<file path="config.mk">
export PLATFORM = sky130hd
export DESIGN_NAME = pax_xlat
export DESIGN_NICKNAME = d
export VERILOG_FILES = /design/src/rtl/pax_pkg.sv /design/src/rtl/pax_bar_entry.sv /design/src/rtl/pax_bar_select.sv /design/src/rtl/pax_out_check.sv /design/src/rtl/pax_xlat.sv
export SDC_FILE = /design/constraint.sdc
export NUM_CORES = 2
export LEC_CHECK = 0
export CORE_MARGIN = 2
export CORE_UTILIZATION = 50
export CTS_CLUSTER_SIZE = 14
export DETAILED_ROUTE_END_ITERATION = 8
export DONT_BUFFER_PORTS = 1
export PLACE_DENSITY = 0.75
export SYNTH_ARGS = -nofsm -noshare
export SYNTH_HDL_FRONTEND = slang
export SYNTH_SLANG_ARGS = --single-unit
</file>
<file path="constraint.sdc">
create_clock -name clk -period 5.7 [get_ports clk]
set_input_delay 0 -clock clk [delete_from_list [all_inputs] [get_ports clk]]
set_output_delay 0 -clock clk [all_outputs]
set_load 0.01 [all_outputs]
</file>
<file path="src/rtl/pax_pkg.sv">
package pax_pkg;
    parameter int ADDR_W  = 32;
    parameter int NUM_BAR = 6;
    localparam int IDX_W  = $clog2(NUM_BAR + 1);
    localparam logic [IDX_W-1:0] NO_BAR = '1;

    localparam logic [ADDR_W-1:0] IO_LO    = ADDR_W'(32'h0000_0100);
    localparam logic [ADDR_W-1:0] IO_HI    = ADDR_W'(32'h0001_0000);
    localparam logic [ADDR_W-1:0] CFG_OFS  = ADDR_W'(32'h0001_0000);
    localparam logic [ADDR_W-1:0] CFG_SPAN = ADDR_W'(32'h0001_0000);

    typedef enum logic [1:0] {
        KIND_MEM = 2'd0,
        KIND_IO  = 2'd1,
        KIND_CFG = 2'd2,
        KIND_RSV = 2'd3
    } kind_e;

    typedef struct packed {
        logic [ADDR_W-1:0] sys_base;
        logic [ADDR_W-1:0] pci_base;
        logic [ADDR_W-1:0] size;
    } bar_t;

    typedef struct packed {
        logic              valid;
        logic              err;
        logic [ADDR_W-1:0] addr;
        logic [IDX_W-1:0]  bar;
    } rsp_t;
endpackage

</file>
<file path="src/rtl/pax_bar_entry.sv">
module pax_bar_entry
    import pax_pkg::*;
#(
    parameter int IDX = 0
) (
    input  logic              clk,
    input  logic              rst_n,
    input  logic              cfg_we,
    input  logic [IDX_W-1:0]  cfg_idx,
    input  logic [ADDR_W-1:0] cfg_sys_base,
    input  logic [ADDR_W-1:0] cfg_pci_base,
    input  logic [ADDR_W-1:0] cfg_size,
    input  logic [ADDR_W-1:0] look_addr,
    output logic              hit,
    output logic [ADDR_W-1:0] xlat
);
    bar_t              entry_d, entry_q;
    logic [ADDR_W-1:0] align_mask;
    logic [ADDR_W:0]   top_excl;

    always_comb begin
        entry_d    = entry_q;
        align_mask = ~(cfg_size - ADDR_W'(1));
        if (cfg_we && (cfg_idx == IDX_W'(IDX))) begin
            entry_d.sys_base = cfg_sys_base & align_mask;
            entry_d.pci_base = cfg_pci_base & align_mask;
            entry_d.size     = cfg_size;
        end
        top_excl = {1'b0, entry_q.sys_base} + {1'b0, entry_q.size};
        hit  = (entry_q.size != '0) && (look_addr >= entry_q.sys_base)
               && ({1'b0, look_addr} < top_excl);
        xlat = (look_addr - entry_q.sys_base) + entry_q.pci_base;
    end

    always_ff @(posedge clk or negedge rst_n) begin
        if (!rst_n) entry_q <= '0;
        else        entry_q <= entry_d;
    end

    // a stored window is aligned to its own span
    a_r2_base_aligned: assert property (@(posedge clk) disable iff (!rst_n)
        (entry_q.size != '0) |->
        ((entry_q.sys_base & (entry_q.size - ADDR_W'(1))) == '0));

    // a written entry takes its span on the next cycle
    a_r2_size_stored: assert property (@(posedge clk) disable iff (!rst_n)
        (cfg_we && (cfg_idx == IDX_W'(IDX))) |=> (entry_q.size == $past(cfg_size)));
endmodule

</file>
<file path="src/rtl/pax_bar_select.sv">
module pax_bar_select
    import pax_pkg::*;
(
    input  logic               clk,
    input  logic               rst_n,
    input  logic [NUM_BAR-1:0] hit_vec,
    input  logic [ADDR_W-1:0]  xlat_arr [NUM_BAR],
    output logic               sel_any,
    output logic [IDX_W-1:0]   sel_idx,
    output logic [ADDR_W-1:0]  sel_addr
);
    always_comb begin
        sel_any  = 1'b0;
        sel_idx  = NO_BAR;
        sel_addr = '0;
        for (int i = NUM_BAR - 1; i >= 0; i--) begin
            if (hit_vec[i]) begin
                sel_any  = 1'b1;
                sel_idx  = IDX_W'(i);
                sel_addr = xlat_arr[i];
            end
        end
    end

    // the chosen entry matches and no lower entry does
    a_r4_lowest_wins: assert property (@(posedge clk) disable iff (!rst_n)
        sel_any |-> (hit_vec[sel_idx] &&
        ((hit_vec & ((NUM_BAR'(1) << sel_idx) - NUM_BAR'(1))) == '0)));

    // with no match the selector reports no entry
    a_r3_none: assert property (@(posedge clk) disable iff (!rst_n)
        (hit_vec == '0) |-> (sel_idx == NO_BAR));
endmodule

</file>
<file path="src/rtl/pax_out_check.sv">
module pax_out_check
    import pax_pkg::*;
(
    input  kind_e             kind,
    input  logic [ADDR_W-1:0] addr,
    input  logic [ADDR_W-1:0] win_start,
    input  logic [ADDR_W-1:0] win_end,
    input  logic [ADDR_W-1:0] io_base,
    output logic              ok,
    output logic [ADDR_W-1:0] out_addr
);
    logic              trim;
    logic [ADDR_W-1:0] eff_end;

    always_comb begin
        trim     = (io_base > win_start) && (io_base < (win_end - ADDR_W'(1)));
        eff_end  = trim ? io_base : win_end;
        ok       = 1'b0;
        out_addr = '0;
        unique case (kind)
            KIND_MEM: begin
                ok       = (addr >= win_start) && (addr < eff_end);
                out_addr = addr;
            end
            KIND_IO: begin
                ok       = (addr >= IO_LO) && (addr <= IO_HI);
                out_addr = addr + io_base;
            end
            KIND_CFG: begin
                ok       = addr < CFG_SPAN;
                out_addr = io_base + CFG_OFS + addr;
            end
            default: begin
                ok       = 1'b0;
                out_addr = '0;
            end
        endcase
    end
endmodule

</file>
<file path="src/rtl/pax_xlat.sv">
module pax_xlat
    import pax_pkg::*;
(
    input  logic                      clk,
    input  logic                      rst_n,
    input  logic                      cfg_we,
    input  logic [pax_pkg::IDX_W-1:0] cfg_idx,
    input  logic [31:0]               cfg_sys_base,
    input  logic [31:0]               cfg_pci_base,
    input  logic [31:0]               cfg_size,
    input  logic [31:0]               win_start,
    input  logic [31:0]               win_end,
    input  logic [31:0]               io_base,
    input  logic                      req_valid,
    input  logic [1:0]                req_kind,
    input  logic                      req_dma,
    input  logic [31:0]               req_addr,
    output logic                      rsp_valid,
    output logic                      rsp_err,
    output logic [31:0]               rsp_addr,
    output logic [pax_pkg::IDX_W-1:0] rsp_bar
);
    logic [NUM_BAR-1:0] hit_vec;
    logic [ADDR_W-1:0]  xlat_arr [NUM_BAR];
    logic               sel_any;
    logic [IDX_W-1:0]   sel_idx;
    logic [ADDR_W-1:0]  sel_addr;
    logic               out_ok;
    logic [ADDR_W-1:0]  out_addr;
    kind_e              kind;
    rsp_t               rsp_d, rsp_q;

    assign kind = kind_e'(req_kind);

    for (genvar g = 0; g < NUM_BAR; g++) begin : g_bar
        pax_bar_entry #(.IDX(g)) u_entry (
            .clk          (clk),
            .rst_n        (rst_n),
            .cfg_we       (cfg_we),
            .cfg_idx      (cfg_idx),
            .cfg_sys_base (cfg_sys_base),
            .cfg_pci_base (cfg_pci_base),
            .cfg_size     (cfg_size),
            .look_addr    (req_addr),
            .hit          (hit_vec[g]),
            .xlat         (xlat_arr[g])
        );
    end

    pax_bar_select u_select (
        .clk      (clk),
        .rst_n    (rst_n),
        .hit_vec  (hit_vec),
        .xlat_arr (xlat_arr),
        .sel_any  (sel_any),
        .sel_idx  (sel_idx),
        .sel_addr (sel_addr)
    );

    pax_out_check u_out (
        .kind      (kind),
        .addr      (req_addr),
        .win_start (win_start),
        .win_end   (win_end),
        .io_base   (io_base),
        .ok        (out_ok),
        .out_addr  (out_addr)
    );

    always_comb begin
        rsp_d       = rsp_q;
        rsp_d.valid = req_valid;
        if (req_valid) begin
            rsp_d.err  = 1'b1;
            rsp_d.addr = '0;
            rsp_d.bar  = NO_BAR;
            if (req_dma) begin
                if ((kind == KIND_MEM) && sel_any) begin
                    rsp_d.err  = 1'b0;
                    rsp_d.addr = sel_addr;
                    rsp_d.bar  = sel_idx;
                end
            end else if (out_ok) begin
                rsp_d.err  = 1'b0;
                rsp_d.addr = out_addr;
            end
        end
    end

    always_ff @(posedge clk or negedge rst_n) begin
        if (!rst_n) rsp_q <= '{valid: 1'b0, err: 1'b0, addr: '0, bar: NO_BAR};
        else        rsp_q <= rsp_d;
    end

    assign rsp_valid = rsp_q.valid;
    assign rsp_err   = rsp_q.err;
    assign rsp_addr  = rsp_q.addr;
    assign rsp_bar   = rsp_q.bar;

    a_r1_resp_follows: assert property (@(posedge clk) disable iff (!rst_n)
        req_valid |=> rsp_valid);
    a_r1_no_spurious: assert property (@(posedge clk) disable iff (!rst_n)
        !req_valid |=> !rsp_valid);
    a_r9_dma_io_err: assert property (@(posedge clk) disable iff (!rst_n)
        (req_valid && req_dma && (req_kind != 2'd0)) |=> rsp_err);
    a_r11_err_clean: assert property (@(posedge clk) disable iff (!rst_n)
        (rsp_valid && rsp_err) |-> ((rsp_addr == '0) && (rsp_bar == NO_BAR)));
    a_r6_mem_passthru: assert property (@(posedge clk) disable iff (!rst_n)
        (req_valid && !req_dma && (req_kind == 2'd0)) |=>
        (rsp_err || (rsp_addr == $past(req_addr))));
endmodule

</file>
==> run_summary.xml <==
<?xml version="1.0" encoding="UTF-8"?>
<metrics>
  <group name="cts">
    <metric name="cts.root.buffer_cell" unit="">sky130_fd_sc_hd__clkbuf_16</metric>
    <metric name="tritoncts" unit="">built</metric>
    <metric name="clk_pin_slew" unit="ns">0.06</metric>
    <metric name="clockBufferDepth" unit="">3</metric>
    <metric name="h-tree-depth" unit="">3</metric>
    <metric name="count_of_clock_tree_sinks" unit="">613</metric>
    <metric name="tritoncts.num_buffers" unit="">75</metric>
    <metric name="clock_insertion_delay_worst_skew" unit="ns">0.69</metric>
  </group>
  <group name="worst_hold_path">
    <metric name="min-delay-path-class" unit="">primary input to asynchronous set/reset pin</metric>
  </group>
  <group name="sta">
    <metric name="period_needed" unit="ns">6.04</metric>
    <metric name="max_freq" unit="MHz">166</metric>
    <metric name="timing_worst_slew_pin_value" unit="ns">2.55</metric>
    <metric name="timing.final.max_slew_violations" unit="">450</metric>
    <metric name="unrepaired_setup_endpoints_after_global_routing" unit="">true</metric>
    <metric name="clock-skew-final" unit="ns">0.0289</metric>
    <metric name="layout_worst_path_cycle_share" unit="%">106</metric>
    <metric name="setup_tns" unit="ns">-7.43</metric>
    <metric name="setup_violations" unit="">34</metric>
    <metric name="maxSlewHeadroom" unit="%">-70.1</metric>
    <metric name="setup_ws" unit="ns">-0.337</metric>
    <metric name="worst_hold_slack" unit="ns">-0.966</metric>
    <metric name="report.final.hold_viol_count" unit="">619</metric>
  </group>
  <group name="global_routing">
    <metric name="grt.total_usage" unit="%">39.3</metric>
    <metric name="grtUsageMet2" unit="%">61.1</metric>
    <metric name="final_global_route_overflow_total" unit="">0</metric>
    <metric name="gr-usage-met3" unit="%">10.2</metric>
    <metric name="first_global_vias" unit="">61317</metric>
    <metric name="highest_utilization_routing_layer_at_the_global_route_stage" unit="">met2</metric>
    <metric name="number_of_antenna_violations_at_the_first_check_in_global_routing" unit="">26</metric>
    <metric name="met1_usage" unit="%">49.6</metric>
    <metric name="pin_count_of_the_biggest_net_entering_global_routing" unit="">614</metric>
    <metric name="grt_pass1_wl" unit="um">382000</metric>
  </group>
  <group name="setup_path">
    <metric name="crit-reg2reg-capture" unit="">rsp_addr[31]</metric>
    <metric name="crit_path_start_kind" unit="">primary input</metric>
    <metric name="timing.critical_path.from" unit="">win_end[7]</metric>
    <metric name="cp.required" unit="ns">6.28</metric>
    <metric name="worst_case_reg_to_reg_path_depth" unit="">30</metric>
    <metric name="setup.worst_path.class" unit="">primary input to register</metric>
    <metric name="cp_max_fo" unit="">5</metric>
    <metric name="r2r_setup_slack" unit="ns">-0.26</metric>
    <metric name="timing.critical_path.slowest_cell_delay" unit="ns">0.44</metric>
    <metric name="critPathArrivalTime" unit="ns">6.61</metric>
    <metric name="end_kind" unit="">register</metric>
    <metric name="cpMaxStageDelayCell" unit="">sky130_fd_sc_hd__or4_4</metric>
    <metric name="launch_instance_of_the_worst_register_to_register_path" unit="">g_bar[2].u_entry.entry_q[64]</metric>
  </group>
  <group name="route">
    <metric name="number_of_vias_per_cell_after_detailed_routing" unit="">6.22</metric>
    <metric name="drt_iter0_markers" unit="">6335</metric>
    <metric name="route.final.wire_length" unit="um">265000</metric>
    <metric name="post_drt_wl_per_cell" unit="um">26.4</metric>
    <metric name="ant_nets" unit="">0</metric>
    <metric name="detail_route.drc_violations" unit="">0</metric>
    <metric name="firstDrtPassIters" unit="">7</metric>
    <metric name="number_of_vias_after_detailed_routing" unit="">62593</metric>
  </group>
  <group name="synthesis">
    <metric name="synth_top_area_share" unit="%">23.9</metric>
    <metric name="ys.flop_type" unit="">sky130_fd_sc_hd__dfrtp_1</metric>
    <metric name="synth_commonest_cells" unit="">sky130_fd_sc_hd__ha_1, sky130_fd_sc_hd__inv_1, sky130_fd_sc_hd__nand2_1</metric>
    <metric name="synth_area" unit="sq mm">0.0640</metric>
    <metric name="synth-edff-count" unit="">0</metric>
    <metric name="synth_area_per_cell" unit="sq um">8.54</metric>
    <metric name="ys_async_sr_fraction" unit="%">100</metric>
    <metric name="synth-seq-cells" unit="">613</metric>
    <metric name="netlist.top_cell.by_area" unit="">sky130_fd_sc_hd__dfrtp_1</metric>
    <metric name="synthCells" unit="">7490</metric>
    <metric name="synth-seq-area-share" unit="%">24.0</metric>
    <metric name="synth.most_common_cell" unit="">sky130_fd_sc_hd__ha_1</metric>
    <metric name="synth_fp_nets" unit="">8898</metric>
    <metric name="synthesis.yosys.warnings" unit="">0</metric>
    <metric name="yosys-top-cells-area" unit="">sky130_fd_sc_hd__dfrtp_1, sky130_fd_sc_hd__ha_1, sky130_fd_sc_hd__fa_1, sky130_fd_sc_hd__o21ai_0, sky130_fd_sc_hd__inv_1</metric>
    <metric name="post_synth_num_cell_types" unit="">93</metric>
  </group>
  <group name="placed_design">
    <metric name="placedInstanceArea" unit="sq mm">0.0708</metric>
    <metric name="place_ws" unit="ns">-1.55</metric>
    <metric name="detailedPlacementHpwl" unit="um">206000</metric>
    <metric name="number_of_buffer_cells_added_on_primary_ports" unit="">0</metric>
    <metric name="place_congestion" unit="">1.02</metric>
  </group>
  <group name="die">
    <metric name="top_level_ports" unit="">271</metric>
    <metric name="floorplan.die_area" unit="sq mm">0.131</metric>
    <metric name="fp.coreArea" unit="sq mm">0.127</metric>
    <metric name="initial_utilization" unit="%">50.3</metric>
    <metric name="placementRows" unit="">131</metric>
    <metric name="chipWidth" unit="um">362</metric>
    <metric name="die_y" unit="um">362</metric>
  </group>
  <group name="cells_and_area">
    <metric name="syn2layout_area_growth" unit="%">21.0</metric>
    <metric name="ff_latch_area" unit="sq mm">0.0154</metric>
    <metric name="share_of_layout_cells_above_drive_strength_1" unit="%">16.2</metric>
    <metric name="final_cell_utilization_of_the_core" unit="%">60.9</metric>
    <metric name="layout.cell_area.non_filler" unit="sq mm">0.0774</metric>
    <metric name="fillerInstances" unit="">11153</metric>
    <metric name="multi_input_area" unit="sq mm">0.0459</metric>
    <metric name="finish.net_count" unit="">9734</metric>
  </group>
  <group name="power_and_ir_drop">
    <metric name="powerDensity" unit="mW/mm^2">410</metric>
    <metric name="power_leakage" unit="nW">37.5</metric>
    <metric name="ir_worst_vdd" unit="V">0.000284</metric>
  </group>
  <group name="run_status">
    <metric name="run_status" unit="">finished with violations</metric>
    <metric name="failing_checks" unit="">hold timing, slew limit, setup timing</metric>
  </group>
  <group name="run">
    <metric name="max_cap_violations" unit="">0</metric>
  </group>
</metrics>
-- placed cells by master, fill, tap and decap left out, types with 33 or more instances in the layout --
cell | netlist | layout
sky130_fd_sc_hd__a211oi_1 | 84 | 64
sky130_fd_sc_hd__a21o_1 | 225 | 225
sky130_fd_sc_hd__a21oi_1 | 482 | 456
sky130_fd_sc_hd__a31oi_1 | 68 | 63
sky130_fd_sc_hd__buf_4 | 1 | 726
sky130_fd_sc_hd__buf_6 | 0 | 35
sky130_fd_sc_hd__clkbuf_16 | 0 | 82
sky130_fd_sc_hd__dfrtp_1 | 610 | 604
sky130_fd_sc_hd__dlygate4sd3_1 | 0 | 159
sky130_fd_sc_hd__fa_1 | 222 | 216
sky130_fd_sc_hd__ha_1 | 952 | 941
sky130_fd_sc_hd__inv_1 | 922 | 922
sky130_fd_sc_hd__mux2_2 | 182 | 182
sky130_fd_sc_hd__mux2i_1 | 58 | 55
sky130_fd_sc_hd__nand2_1 | 775 | 759
sky130_fd_sc_hd__nand2b_1 | 68 | 65
sky130_fd_sc_hd__nand3_1 | 112 | 106
sky130_fd_sc_hd__nand4_1 | 94 | 94
sky130_fd_sc_hd__nor2_1 | 329 | 322
sky130_fd_sc_hd__nor2b_1 | 62 | 62
sky130_fd_sc_hd__nor3_1 | 84 | 78
sky130_fd_sc_hd__nor4_1 | 83 | 79
sky130_fd_sc_hd__o211ai_1 | 57 | 57
sky130_fd_sc_hd__o21a_1 | 71 | 70
sky130_fd_sc_hd__o21ai_0 | 713 | 668
sky130_fd_sc_hd__o21bai_1 | 60 | 57
sky130_fd_sc_hd__o22ai_1 | 43 | 33
sky130_fd_sc_hd__or3_1 | 43 | 41
sky130_fd_sc_hd__xnor2_1 | 242 | 242
sky130_fd_sc_hd__xor2_1 | 206 | 206
-- where the power goes --
group          switching [mW]  internal, mW  leakage [nW]
combinational            11.9          8.78          28.4
clock                    2.19          3.03          1.28
sequential              0.750          5.11          7.84
total                    14.8          16.9          37.5
-- metrics by stage --
stage	total power, mW	instances	hold WS [ns]
floorplan	17.0	7490	-0.296
global route	33.5	10063	-0.985
CTS	30.6	9994	-0.994
global placement	23.9	9665	-0.252
finish	31.8	10069	-0.966
detailed placement	24.1	9665	-0.258
-- flip-flops by register name, summed over array words and instances (netlist names) --
name                   cells
g_bar.u_entry.entry_q    576
rsp_bar                    3
rsp_addr                  32
rsp_valid                  1
rsp_err                    1
-- area by class of cell --
cell class                 instances  share of cell area [%]
multi-input combinational       5771                    59.4
clock buffer                     104                    2.83
inverter                         923                    4.48
sequential                       613                    19.8
clock inverter                    36                   0.564
timing repair buffer             942                    10.2
tap                             1662                    2.69
antenna                           18                  0.0582
-- per-layer routing --
| layer | up-vias | routed length [um] |
|---|---|---|
| met5 | - | 101 |
| met4 | 16 | 17300 |
| met3 | 772 | 30600 |
| met2 | 3217 | 115000 |
| met1 | 30366 | 103000 |
| li1 | 28222 | - |
-- worst max path at each step --
stage	endpoint	cells after the start
after floorplan	rsp_addr[31]	31
after global placement	rsp_addr[31]	28
after detailed placement	rsp_addr[0]	28
after CTS	rsp_addr[0]	29
after global routing	rsp_addr[31]	27
final	rsp_addr[31]	28
-- worst max-delay path, delay by kind of cell --
family                     cells  cell delay [ns]
and+or+nand+nor               12             2.72
AOI/OAI and AO/OA             11             2.84
adders and majority gates      2             0.53
xor gates and xnor gates       1             0.16
buffers and inverters          1             0.15
muxes                          1             0.19
-- kinds of logic after synthesis --
family	count (synthesis)	synth area share [%]
and+or+nand+nor	1783	12.9
buffers and inverters	1107	6.52
DFF	613	24.0
muxes	240	4.11
adders and majority gates	1174	25.6
AOI/OAI and AO/OA	2125	20.7
xor gates and xnor gates	448	6.13
-- what timing repair did --
item,in CTS,in global routing
resized for setup,235,108
endpoints found under the hold margin,1226,645
hold buffers,140,22
endpoints found under the setup margin,36,36
pin swaps,123,73
cloned,3,4
setup buffers,51,33
(Power assumes the default switching activity.)
